### src/rtl/chan_reg_pkg.sv
package chan_reg_pkg;

    localparam int DATA_W = 32;
    localparam int SLOT_N = 32;
    localparam int SLOT_W = $clog2(SLOT_N);
    localparam int BUF_W  = 16;

    // word indices inside the channel window
    localparam int WI_LBLO  = 0;
    localparam int WI_LBHI  = 1;
    localparam int WI_STAT  = 2;
    localparam int WI_IEN   = 3;
    localparam int WI_RUN   = 4;
    localparam int WI_ISSUE = 5;

    // status layout (decoded by software)
    localparam int ST_DONE_BIT = 0;
    localparam int ST_BUF_LSB  = 8;
    localparam int ST_SLOT_LSB = 24;
    localparam int ST_ERR_BIT  = 30;

    localparam int LB_ALIGN_BITS = 4;

    typedef enum logic [2:0] {
        SEL_NONE,
        SEL_LBLO,
        SEL_LBHI,
        SEL_STAT,
        SEL_IEN,
        SEL_RUN,
        SEL_ISSUE
    } reg_sel_e;

    typedef struct packed {
        logic lblo;
        logic lbhi;
        logic stat;
        logic ien;
        logic run_set;
        logic run_clr;
        logic issue;
    } wr_stb_t;

    typedef struct packed {
        logic [SLOT_W-1:0] slot;
        logic [BUF_W-1:0]  bufi;
    } fault_t;

    function automatic logic [DATA_W-1:0] pack_status(logic done_b, logic err_b, fault_t f);
        logic [DATA_W-1:0] w;
        w = '0;
        w[ST_DONE_BIT] = done_b;
        w[ST_ERR_BIT]  = err_b;
        w[ST_SLOT_LSB +: SLOT_W] = f.slot;
        w[ST_BUF_LSB +: BUF_W]   = f.bufi;
        return w;
    endfunction

endpackage

### src/rtl/chan_addr_dec.sv
module chan_addr_dec
    import chan_reg_pkg::*;
#(
    parameter int WA_W = 10
) (
    input  logic            wr,
    input  logic [WA_W-1:0] waddr,
    input  logic            wdata_zero,
    output reg_sel_e        sel,
    output wr_stb_t         stb
);

    always_comb begin
        if      (waddr == WA_W'(WI_LBLO))  sel = SEL_LBLO;
        else if (waddr == WA_W'(WI_LBHI))  sel = SEL_LBHI;
        else if (waddr == WA_W'(WI_STAT))  sel = SEL_STAT;
        else if (waddr == WA_W'(WI_IEN))   sel = SEL_IEN;
        else if (waddr == WA_W'(WI_RUN))   sel = SEL_RUN;
        else if (waddr == WA_W'(WI_ISSUE)) sel = SEL_ISSUE;
        else                               sel = SEL_NONE;
    end

    always_comb begin
        stb         = '0;
        stb.lblo    = wr && (sel == SEL_LBLO);
        stb.lbhi    = wr && (sel == SEL_LBHI);
        stb.stat    = wr && (sel == SEL_STAT);
        stb.ien     = wr && (sel == SEL_IEN);
        stb.run_set = wr && (sel == SEL_RUN) && !wdata_zero;
        stb.run_clr = wr && (sel == SEL_RUN) && wdata_zero;
        stb.issue   = wr && (sel == SEL_ISSUE);
    end

endmodule

### src/rtl/chan_issue_vec.sv
module chan_issue_vec
    import chan_reg_pkg::*;
#(
    parameter int N   = SLOT_N,
    localparam int SW = $clog2(N)
) (
    input  logic          clk,
    input  logic          rst,
    input  logic          soft_clr,
    input  logic          set_en,
    input  logic [N-1:0]  set_mask,
    input  logic          clr_en,
    input  logic [SW-1:0] clr_slot,
    output logic [N-1:0]  vec
);

    for (genvar i = 0; i < N; i++) begin : g_slot
        always_ff @(posedge clk) begin
            if (rst || soft_clr)
                vec[i] <= 1'b0;
            else if (set_en && set_mask[i])
                vec[i] <= 1'b1;
            else if (clr_en && (clr_slot == SW'(i)))
                vec[i] <= 1'b0;
        end
    end


    set_wins_chk: assert property (@(posedge clk) disable iff (rst)
        (set_en && !soft_clr) |=> ((vec & $past(set_mask)) == $past(set_mask)));


    hw_clear_chk: assert property (@(posedge clk) disable iff (rst)
        (clr_en && !soft_clr && !(set_en && set_mask[clr_slot])) |=> !vec[$past(clr_slot)]);


    soft_clr_chk: assert property (@(posedge clk) disable iff (rst)
        soft_clr |=> (vec == '0));

endmodule

### src/rtl/chan_stat_irq.sv
module chan_stat_irq
    import chan_reg_pkg::*;
(
    input  logic              clk,
    input  logic              rst,
    input  logic              soft_clr,
    input  logic              stat_wr,
    input  logic              ien_wr,
    input  logic              ien_done_d,
    input  logic              ien_err_d,
    input  logic              done_ev,
    input  logic              err_ev,
    input  fault_t            fault_in,
    output logic [DATA_W-1:0] stat_word,
    output logic [DATA_W-1:0] ien_word,
    output logic              irq
);

    logic   done_q;
    logic   err_q;
    fault_t fault_q;
    logic   en_done_q;
    logic   en_err_q;
    logic   irq_q;
    logic   irq_term;

    always_ff @(posedge clk) begin
        if (rst || soft_clr)
            done_q <= 1'b0;
        else if (done_ev)
            done_q <= 1'b1;
        else if (stat_wr)
            done_q <= 1'b0;
    end

    // first fault is kept until software clears status
    always_ff @(posedge clk) begin
        if (rst || soft_clr) begin
            err_q   <= 1'b0;
            fault_q <= '0;
        end else if (err_ev && (!err_q || stat_wr)) begin
            err_q   <= 1'b1;
            fault_q <= fault_in;
        end else if (stat_wr) begin
            err_q   <= 1'b0;
            fault_q <= '0;
        end
    end

    always_ff @(posedge clk) begin
        if (rst || soft_clr) begin
            en_done_q <= 1'b0;
            en_err_q  <= 1'b0;
        end else if (ien_wr) begin
            en_done_q <= ien_done_d;
            en_err_q  <= ien_err_d;
        end
    end

    assign irq_term = (done_q && en_done_q) || (err_q && en_err_q);

    always_ff @(posedge clk) begin
        if (rst)
            irq_q <= 1'b0;
        else
            irq_q <= irq_term;
    end

    always_comb begin
        stat_word = pack_status(done_q, err_q, fault_q);
        ien_word  = '0;
        ien_word[ST_DONE_BIT] = en_done_q;
        ien_word[ST_ERR_BIT]  = en_err_q;
    end

    assign irq = irq_q;


    done_set_chk: assert property (@(posedge clk) disable iff (rst)
        (done_ev && !soft_clr) |=> stat_word[ST_DONE_BIT]);


    fault_hold_chk: assert property (@(posedge clk) disable iff (rst)
        (err_q && !stat_wr && !soft_clr) |=> (err_q && $stable(stat_word[ST_SLOT_LSB+SLOT_W-1:ST_BUF_LSB])));


    stat_clr_chk: assert property (@(posedge clk) disable iff (rst)
        (stat_wr && !done_ev && !err_ev) |=> (stat_word == '0));


    irq_rise_chk: assert property (@(posedge clk) disable iff (rst)
        ((stat_word[ST_DONE_BIT] && ien_word[ST_DONE_BIT]) ||
         (stat_word[ST_ERR_BIT] && ien_word[ST_ERR_BIT])) |=> irq);


    irq_fall_chk: assert property (@(posedge clk) disable iff (rst)
        !((stat_word[ST_DONE_BIT] && ien_word[ST_DONE_BIT]) ||
          (stat_word[ST_ERR_BIT] && ien_word[ST_ERR_BIT])) |=> !irq);

endmodule

### src/rtl/chan_regbank.sv
module chan_regbank
    import chan_reg_pkg::*;
#(
    parameter int WIN_BYTES = 4096,
    localparam int WA_W     = $clog2(WIN_BYTES) - 2
) (
    input  logic              clk,
    input  logic              rst,
    input  logic              reg_wr,
    input  logic [WA_W-1:0]   reg_waddr,
    input  logic [DATA_W-1:0] reg_wdata,
    output logic [DATA_W-1:0] reg_rdata,
    input  logic              done_valid,
    input  logic [SLOT_W-1:0] done_slot,
    input  logic              err_valid,
    input  logic [SLOT_W-1:0] err_slot,
    input  logic [BUF_W-1:0]  err_buf,
    output logic              run,
    output logic [63:0]       list_base,
    output logic [SLOT_N-1:0] issue_vec,
    output logic              irq
);

    reg_sel_e          sel;
    wr_stb_t           stb;
    logic [DATA_W-1:0] lb_lo_q;
    logic [DATA_W-1:0] lb_hi_q;
    logic              run_q;
    logic [DATA_W-1:0] stat_word;
    logic [DATA_W-1:0] ien_word;
    fault_t            fault_in;

    chan_addr_dec #(.WA_W(WA_W)) u_dec (
        .wr         (reg_wr),
        .waddr      (reg_waddr),
        .wdata_zero (reg_wdata == '0),
        .sel        (sel),
        .stb        (stb)
    );

    always_ff @(posedge clk) begin
        if (rst) begin
            lb_lo_q <= '0;
            lb_hi_q <= '0;
        end else begin
            if (stb.lblo)
                lb_lo_q <= {reg_wdata[DATA_W-1:LB_ALIGN_BITS], {LB_ALIGN_BITS{1'b0}}};
            if (stb.lbhi)
                lb_hi_q <= reg_wdata;
        end
    end

    always_ff @(posedge clk) begin
        if (rst || stb.run_clr)
            run_q <= 1'b0;
        else if (stb.run_set)
            run_q <= 1'b1;
    end

    chan_issue_vec #(.N(SLOT_N)) u_issue (
        .clk      (clk),
        .rst      (rst),
        .soft_clr (stb.run_clr),
        .set_en   (stb.issue),
        .set_mask (reg_wdata[SLOT_N-1:0]),
        .clr_en   (done_valid),
        .clr_slot (done_slot),
        .vec      (issue_vec)
    );

    assign fault_in.slot = err_slot;
    assign fault_in.bufi = err_buf;

    chan_stat_irq u_stat (
        .clk        (clk),
        .rst        (rst),
        .soft_clr   (stb.run_clr),
        .stat_wr    (stb.stat),
        .ien_wr     (stb.ien),
        .ien_done_d (reg_wdata[ST_DONE_BIT]),
        .ien_err_d  (reg_wdata[ST_ERR_BIT]),
        .done_ev    (done_valid),
        .err_ev     (err_valid),
        .fault_in   (fault_in),
        .stat_word  (stat_word),
        .ien_word   (ien_word),
        .irq        (irq)
    );

    always_comb begin
        unique case (sel)
            SEL_LBLO:  reg_rdata = lb_lo_q;
            SEL_LBHI:  reg_rdata = lb_hi_q;
            SEL_STAT:  reg_rdata = stat_word;
            SEL_IEN:   reg_rdata = ien_word;
            SEL_RUN:   reg_rdata = {{(DATA_W-1){1'b0}}, run_q};
            SEL_ISSUE: reg_rdata = issue_vec;
            default:   reg_rdata = '0;
        endcase
    end

    assign run       = run_q;
    assign list_base = {lb_hi_q, lb_lo_q};


    lbase_lo_chk: assert property (@(posedge clk) disable iff (rst)
        stb.lblo |=> (list_base[LB_ALIGN_BITS-1:0] == '0) &&
                     (list_base[DATA_W-1:LB_ALIGN_BITS] == $past(reg_wdata[DATA_W-1:LB_ALIGN_BITS])));


    run_set_chk: assert property (@(posedge clk) disable iff (rst)
        stb.run_set |=> run);


    run_clr_chk: assert property (@(posedge clk) disable iff (rst)
        stb.run_clr |=> (!run && stat_word == '0 && ien_word == '0));


    unused_wr_chk: assert property (@(posedge clk) disable iff (rst)
        (reg_wr && sel == SEL_NONE) |=> ($stable(list_base) && $stable(run) && $stable(ien_word)));

endmodule

### config.mk
export PLATFORM = sky130hd
export DESIGN_NAME = chan_regbank
export DESIGN_NICKNAME = d
export VERILOG_FILES = /design/src/rtl/chan_reg_pkg.sv /design/src/rtl/chan_addr_dec.sv /design/src/rtl/chan_issue_vec.sv /design/src/rtl/chan_stat_irq.sv /design/src/rtl/chan_regbank.sv
export SDC_FILE = /design/constraint.sdc
export NUM_CORES = 1
export LEC_CHECK = 0
export ABC_AREA = 0
export BUFFER_PORTS_ARGS = -buffer_cell sky130_fd_sc_hd__buf_2
export CAP_MARGIN = 30
export CORE_MARGIN = 2
export CORE_UTILIZATION = 45
export DETAILED_ROUTE_END_ITERATION = 10
export PLACE_DENSITY = 0.71
export SYNTH_ARGS = -nofsm -noshare
export SYNTH_HDL_FRONTEND = slang
export SYNTH_SLANG_ARGS = --single-unit
### constraint.sdc
create_clock -name clk -period 2.8 [get_ports clk]
set_input_delay 0.28 -clock clk [delete_from_list [all_inputs] [get_ports clk]]
set_output_delay 0.28 -clock clk [all_outputs]
set_load 0.005 [all_outputs]
After elaboration in Yosys (flattened, before gate mapping)
Cells that the tools add are included.
Word-level totals
  flip-flop bits (word level): 119
  input port bits: 73
  output and inout bits: 130
  word-level logic and storage cells: 277
Operators by class
  eq/ne operators: 42
  multiplexer cells: 76
  reductions and logical operators: 117
Operators with widths (count)
  $pmux 32 s6: 1
  $eq 5x5->1 const B: 16
  $logic_and 1x1->1: 75
  $reduce_bool 2->1: 34
  $mux 1: 67
  $mux 21: 2
  $eq 5x4->1 const B: 8
  $logic_not 32->1: 1
  $eq 10x2->1 const B: 2
  $eq 10x3->1 const B: 2
  $eq 5x3->1 const B: 4
  $mux 3: 6
  $eq 10x1->1 const B: 1
  $eq 5x2->1 const B: 2
  $logic_not 10->1: 1
  $eq 3x3->1 const B: 3
  $eq 3x2->1 const B: 2
  $eq 5x1->1 const B: 1
  $logic_not 5->1: 1
  $eq 3x1->1 const B: 1
  $logic_or 1x1->1: 3
  $logic_not 1->1: 2

Logic depth before layout (Yosys ltp)
  depth in word-level cells: 12
  gate-level depth with buffers: 7
  mapped depth without buffers: 4

By module
A second synthesis with hierarchy kept.
Second synthesis, totals
  cell total of the unflattened synthesis: 650
  area, all modules: 6276.0 um^2
Modules (own cells, without submodules)
  chan_regbank: times used 1, cells each 360, area each 3427.0 um^2, seq. area each 1221.2 um^2
  chan_issue_vec: times used 1, cells each 155, area each 1482.7 um^2, seq. area each 640.6 um^2
  chan_stat_irq: times used 1, cells each 110, area each 1177.4 um^2, seq. area each 520.5 um^2
  chan_addr_dec: times used 1, cells each 25, area each 188.9 um^2, seq. area each 0.0 um^2

Worst setup path after synthesis
No wires, ideal clock.
  kind: input port to output port
  start point: input port reg_waddr[3]
  end point: output port reg_rdata[10]
  arrival time: 1.478 ns
  required time: 2.520 ns
  path slack: 1.042 ns
  stages: 5
  buffers on the path: 1
  cells stage by stage: nor4_4 -> nand3_1 -> nor2_1 -> clkbuf_1 -> a221o_1
Between the ends
  word-level cells in the longest chain between the ends: 9
  elaborated cells between the ends (all ways): 19
  those cells by class: eq/ne: 11; mux: 7; reduce/logical: 1
Ends and longest elaborated chain
  from (decl): RTL line chan_regbank.sv:10  | input logic [WA_W-1:0] reg_waddr,
  $eq 10x3->1: RTL line chan_addr_dec.sv:19  | else if (waddr == WA_W'(WI_ISSUE)) sel = SEL_ISSUE;
  $mux 3: RTL line chan_addr_dec.sv:19
  $mux 3: RTL line chan_addr_dec.sv:18  | else if (waddr == WA_W'(WI_RUN)) sel = SEL_RUN;
  $mux 3: RTL line chan_addr_dec.sv:17  | else if (waddr == WA_W'(WI_IEN)) sel = SEL_IEN;
  $mux 3: RTL line chan_addr_dec.sv:16  | else if (waddr == WA_W'(WI_STAT)) sel = SEL_STAT;
  $mux 3: RTL line chan_addr_dec.sv:15  | else if (waddr == WA_W'(WI_LBHI)) sel = SEL_LBHI;
  $mux 3 *: RTL line chan_addr_dec.sv:14  | if (waddr == WA_W'(WI_LBLO)) sel = SEL_LBLO;
  $eq 3x3->1 (tied with other cells): RTL line chan_regbank.sv:91  | unique case (sel)
  $pmux 32 s6 *: RTL line chan_regbank.sv:91
  to (decl): RTL line chan_regbank.sv:12  | output logic [DATA_W-1:0] reg_rdata,
Mark *: on every way between the ends. The rest lies on a longest branch, timed or not.

Final worst setup path
  start point: input port reg_waddr[3]
  end point: output port reg_rdata[9]
Same word-level chain as after synthesis.

==> impl_results.md <==
* Standard-cell row count at 39
* Setup TNS after final layout at 0 ps
* Inserted Clock Buffers at 17
* R2r worst-path depth at 3
* Mean cell area of the mapped netlist at 7.97 µm²
* Global-route congestion overflow total at 0
* Clock group share of total power at 49.9%
* Prevailing post-synth register cell: dfxtp_1
* Required time at the worst-slack endpoint at 2520 ps
* Sw Share at 23.1%
* WL final at 20.0 mm
* Number of search-and-repair iterations in the first detailed-routing pass at 5
* Antenna violations before repair at 1
* Clock period minus final worst setup slack at 2300 ps
* Post-Place Cells at 984
* Max-cap violations at 0
* Full die area at 0.0129 mm²
* Post-synth design cell area at 0.00539 mm²
* Switching component of the power at 0.910 mW
* CTS clk-pin slew, worst paths at 50 ps
* Setup repair after global routing missed its margin: no
* Number of buffer cells added on primary ports at 198
* Routed Antenna Nets at 0
* FILL cells at 1064
* Cell chosen for the clock root: clkbuf_16
* Reg-to-reg critical path startpoint: u_stat.err_q
* Slew at the pin closest to its max-slew limit at 785 ps
* Top library cells by usage in the layout, fill and taps aside: buf_2, nand2_1, dfxtp_1
* Quantity of hold-fixing buffers added after cts at 0
* Power share of the sequential group at 44.0%
* Post-CTS setup buffers at 0
* Via count of the first global-routing pass at 5410
* Maximum resistive drop on vdd at 338 µV
* Critical R2R Capture: u_stat.stat_word[14]
* Global-route usage over all layers at 29.8%
* Arrival time worst endpoint at 2020 ps
* Detailed-route DRC error count at 0
* Fraction of the cycle the final worst path needs at 82.2%
* Max-slew violation total from the final report at 0
* Source-to-sink clock delay at the later pin of the worst-skew pair at 410 ps
* Clock tree sinks at 119
* Fmax at 0.435 GHz
* Maximum cell stage delay along the critical path at 540 ps
* Worst-case headroom to the max-slew limit at 47.7%
* Most common library cell in the layout ignoring fill and taps: buf_2
* Worst hold-check path type: primary input to flop
* Pwr per Cell Area at 564 mW/mm²
* Cell type of the slowest stage on the worst timing path: nor4_4
* Count of flip-flops with a built-in enable after synthesis at 0
* Horiz. Die Dim at 113 µm
* Part of the Yosys area used for sequential elements at 44.2%
* Floorplan Core Area at 0.0116 mm²
* Cell depth of the worst hold path at 3
* Number of H-tree branching levels at 4
* Floorplan die height at 113 µm
* Synth Register Bits at 119
* TritonCTS clock tree: yes
* Final number of setup-violating endpoints at 0
* Endpoint of the worst hold path: u_stat.err_q
* Library cell appearing most often on the critical path: buf_2
* Worst clock skew at 2.78 ps
* Count of cells resized by post-cts repair at 0
* Number of hold-slack violations in the final timing report at 0
* Critical path class: primary input to primary output
* Critical-path maximum fanout at 13
* Setup slack of the worst register-to-register path at 1350 ps
* Start point of the worst min-delay path: err_valid
* Number of warnings issued by yosys at 0
* Number of vias per cell at 5.90
* Fraction of registers with async set or reset after synthesis at 0%
* Wire per inst at 19.7 µm
* Cells after Synth at 676
* Drt first-iter violations at 649
* Type of element capturing the critical path: primary output
* Placer Congestion at 0.867
* First-pass GRT wire length at 29.5 mm
* Number of standard cells in the layout, taps in and fillers out at 1016
* Pin count of the biggest net entering global routing at 50
* Synth unique cells at 37
* Detailed placement HPWL at 14.1 mm
* Number of vias in the routed layout at 5997
* Share of cells above drive strength 1 at 29.1%
* Maximum clock path buffer count at 2
* List of cells traversed by the critical path: buf_2 > nor4_4 > nand3_1 > nor2_1 > buf_4 > a221o_1 > buf_2
* Leakage component of the power at 2.93 nW
* Starting density of the core at 46.6%
* Area added between synthesis and finish at 29.8%
* Number of nets in the layout at 933
* Internal at 3.03 mW
* Top Ports at 203
* Comb power frac at 6.1%
* Type of origin of the critical path: primary input
* Run status: complete, no violations
Yosys cell counts, types with 2 or more instances:
master | number | area [µm²]
nand2_1 | 128 | 480
dfxtp_1 | 119 | 2380
a21oi_1 | 116 | 581
nand3_1 | 59 | 295
o21ai_0 | 34 | 170
nor2_1 | 28 | 105
a221o_1 | 27 | 270
clkbuf_1 | 27 | 101
mux2i_1 | 25 | 250
buf_2 | 22 | 110
o21ai_1 | 20 | 100
buf_4 | 8 | 60.1
nor2b_1 | 8 | 50.1
nor4_1 | 8 | 50.1
nand4_1 | 7 | 43.8
nor3b_1 | 7 | 52.6
a22o_1 | 4 | 35.0
nand2b_1 | 4 | 25.0
nor3_1 | 3 | 15.0
and3_1 | 2 | 12.5
and4_1 | 2 | 17.5
buf_6 | 2 | 22.5
nor4_4 | 2 | 42.5
worst max-delay path by stage:
stage                     slack (ps)         start  cells past startpoint       endpoint
after floorplan                 1040  reg_waddr[3]                      5  reg_rdata[10]
after global placement           530  reg_waddr[3]                      7  reg_rdata[20]
after detailed placement         490  reg_waddr[3]                      7  reg_rdata[20]
after CTS                        480  reg_waddr[3]                      7  reg_rdata[20]
after global routing             390  reg_waddr[3]                      7  reg_rdata[20]
final                            500  reg_waddr[3]                      7   reg_rdata[9]
critical path, delay by kind of cell:
family	cells	cell delay, ps
AO/OA/AOI/OAI	1	190
AND/OR/NAND/NOR	3	1050
buffers and inverters	3	490
through the flow:
step	setup WS [ps]	utilization (%)	cell area (µm²)	hold WS [ps]	total power, mW
floorplan	1040	-	5400	397	1.88
global placement	530	55.9	6460	450	2.00
detailed placement	489	55.9	6460	461	2.00
CTS	483	60.5	6990	115	3.95
global route	387	60.5	6990	128	4.05
finish	499	60.5	7000	128	3.94
area by class of cell:
cell class | instances | area [µm²] | share of cell area [%]
clock buffer | 28 | 517 | 7.39
tap | 143 | 179 | 2.56
sequential | 119 | 2380 | 34.1
multi-input combinational | 499 | 2730 | 39.0
clock inverter | 3 | 15.0 | 0.215
inverter | 1 | 3.75 | 0.0537
antenna | 1 | 2.50 | 0.0358
timing repair buffer | 222 | 1170 | 16.7
power by group through the flow:
stage	clock network, mW	logic [mW]	registers, mW
after floorplan	0	0.119	1.76
after global placement	0	0.228	1.77
after detailed placement	0	0.234	1.77
after CTS	1.98	0.235	1.73
after global routing	2.06	0.256	1.73
final	1.97	0.240	1.74
logic make-up (layout without fill, tap and decap cells):
group	after synthesis	in the layout	share of synthesized area, %
flops	119	119	44.2
other cells	1	5	0.0696
mux	25	25	4.64
buf+inv	61	254	5.60
simple gates	264	264	23.2
compound gates	206	206	22.3
metal layers:
| metal | global-route usage, % | part of all wire, % | wire length [µm] |
|---|---|---|---|
| met5 | 0 | 0.065 | 13 |
| met4 | 13.2 | 3.0 | 604 |
| met3 | 6.43 | 9.9 | 1990 |
| met2 | 48.6 | 48 | 9520 |
| met1 | 38.2 | 39 | 7880 |
state kept, by name, indices dropped and copies added, names as in the netlist:
register          flops
u_stat.en_err_q       1
lb_lo_q              28
u_stat.err_q          1
run                   1
u_stat.irq            1
u_stat.stat_word     21
lb_hi_q              32
u_issue.vec          32
u_stat.en_done_q      1
u_stat.done_q         1
No activity file was read; power rests on OpenSTA's default activity.
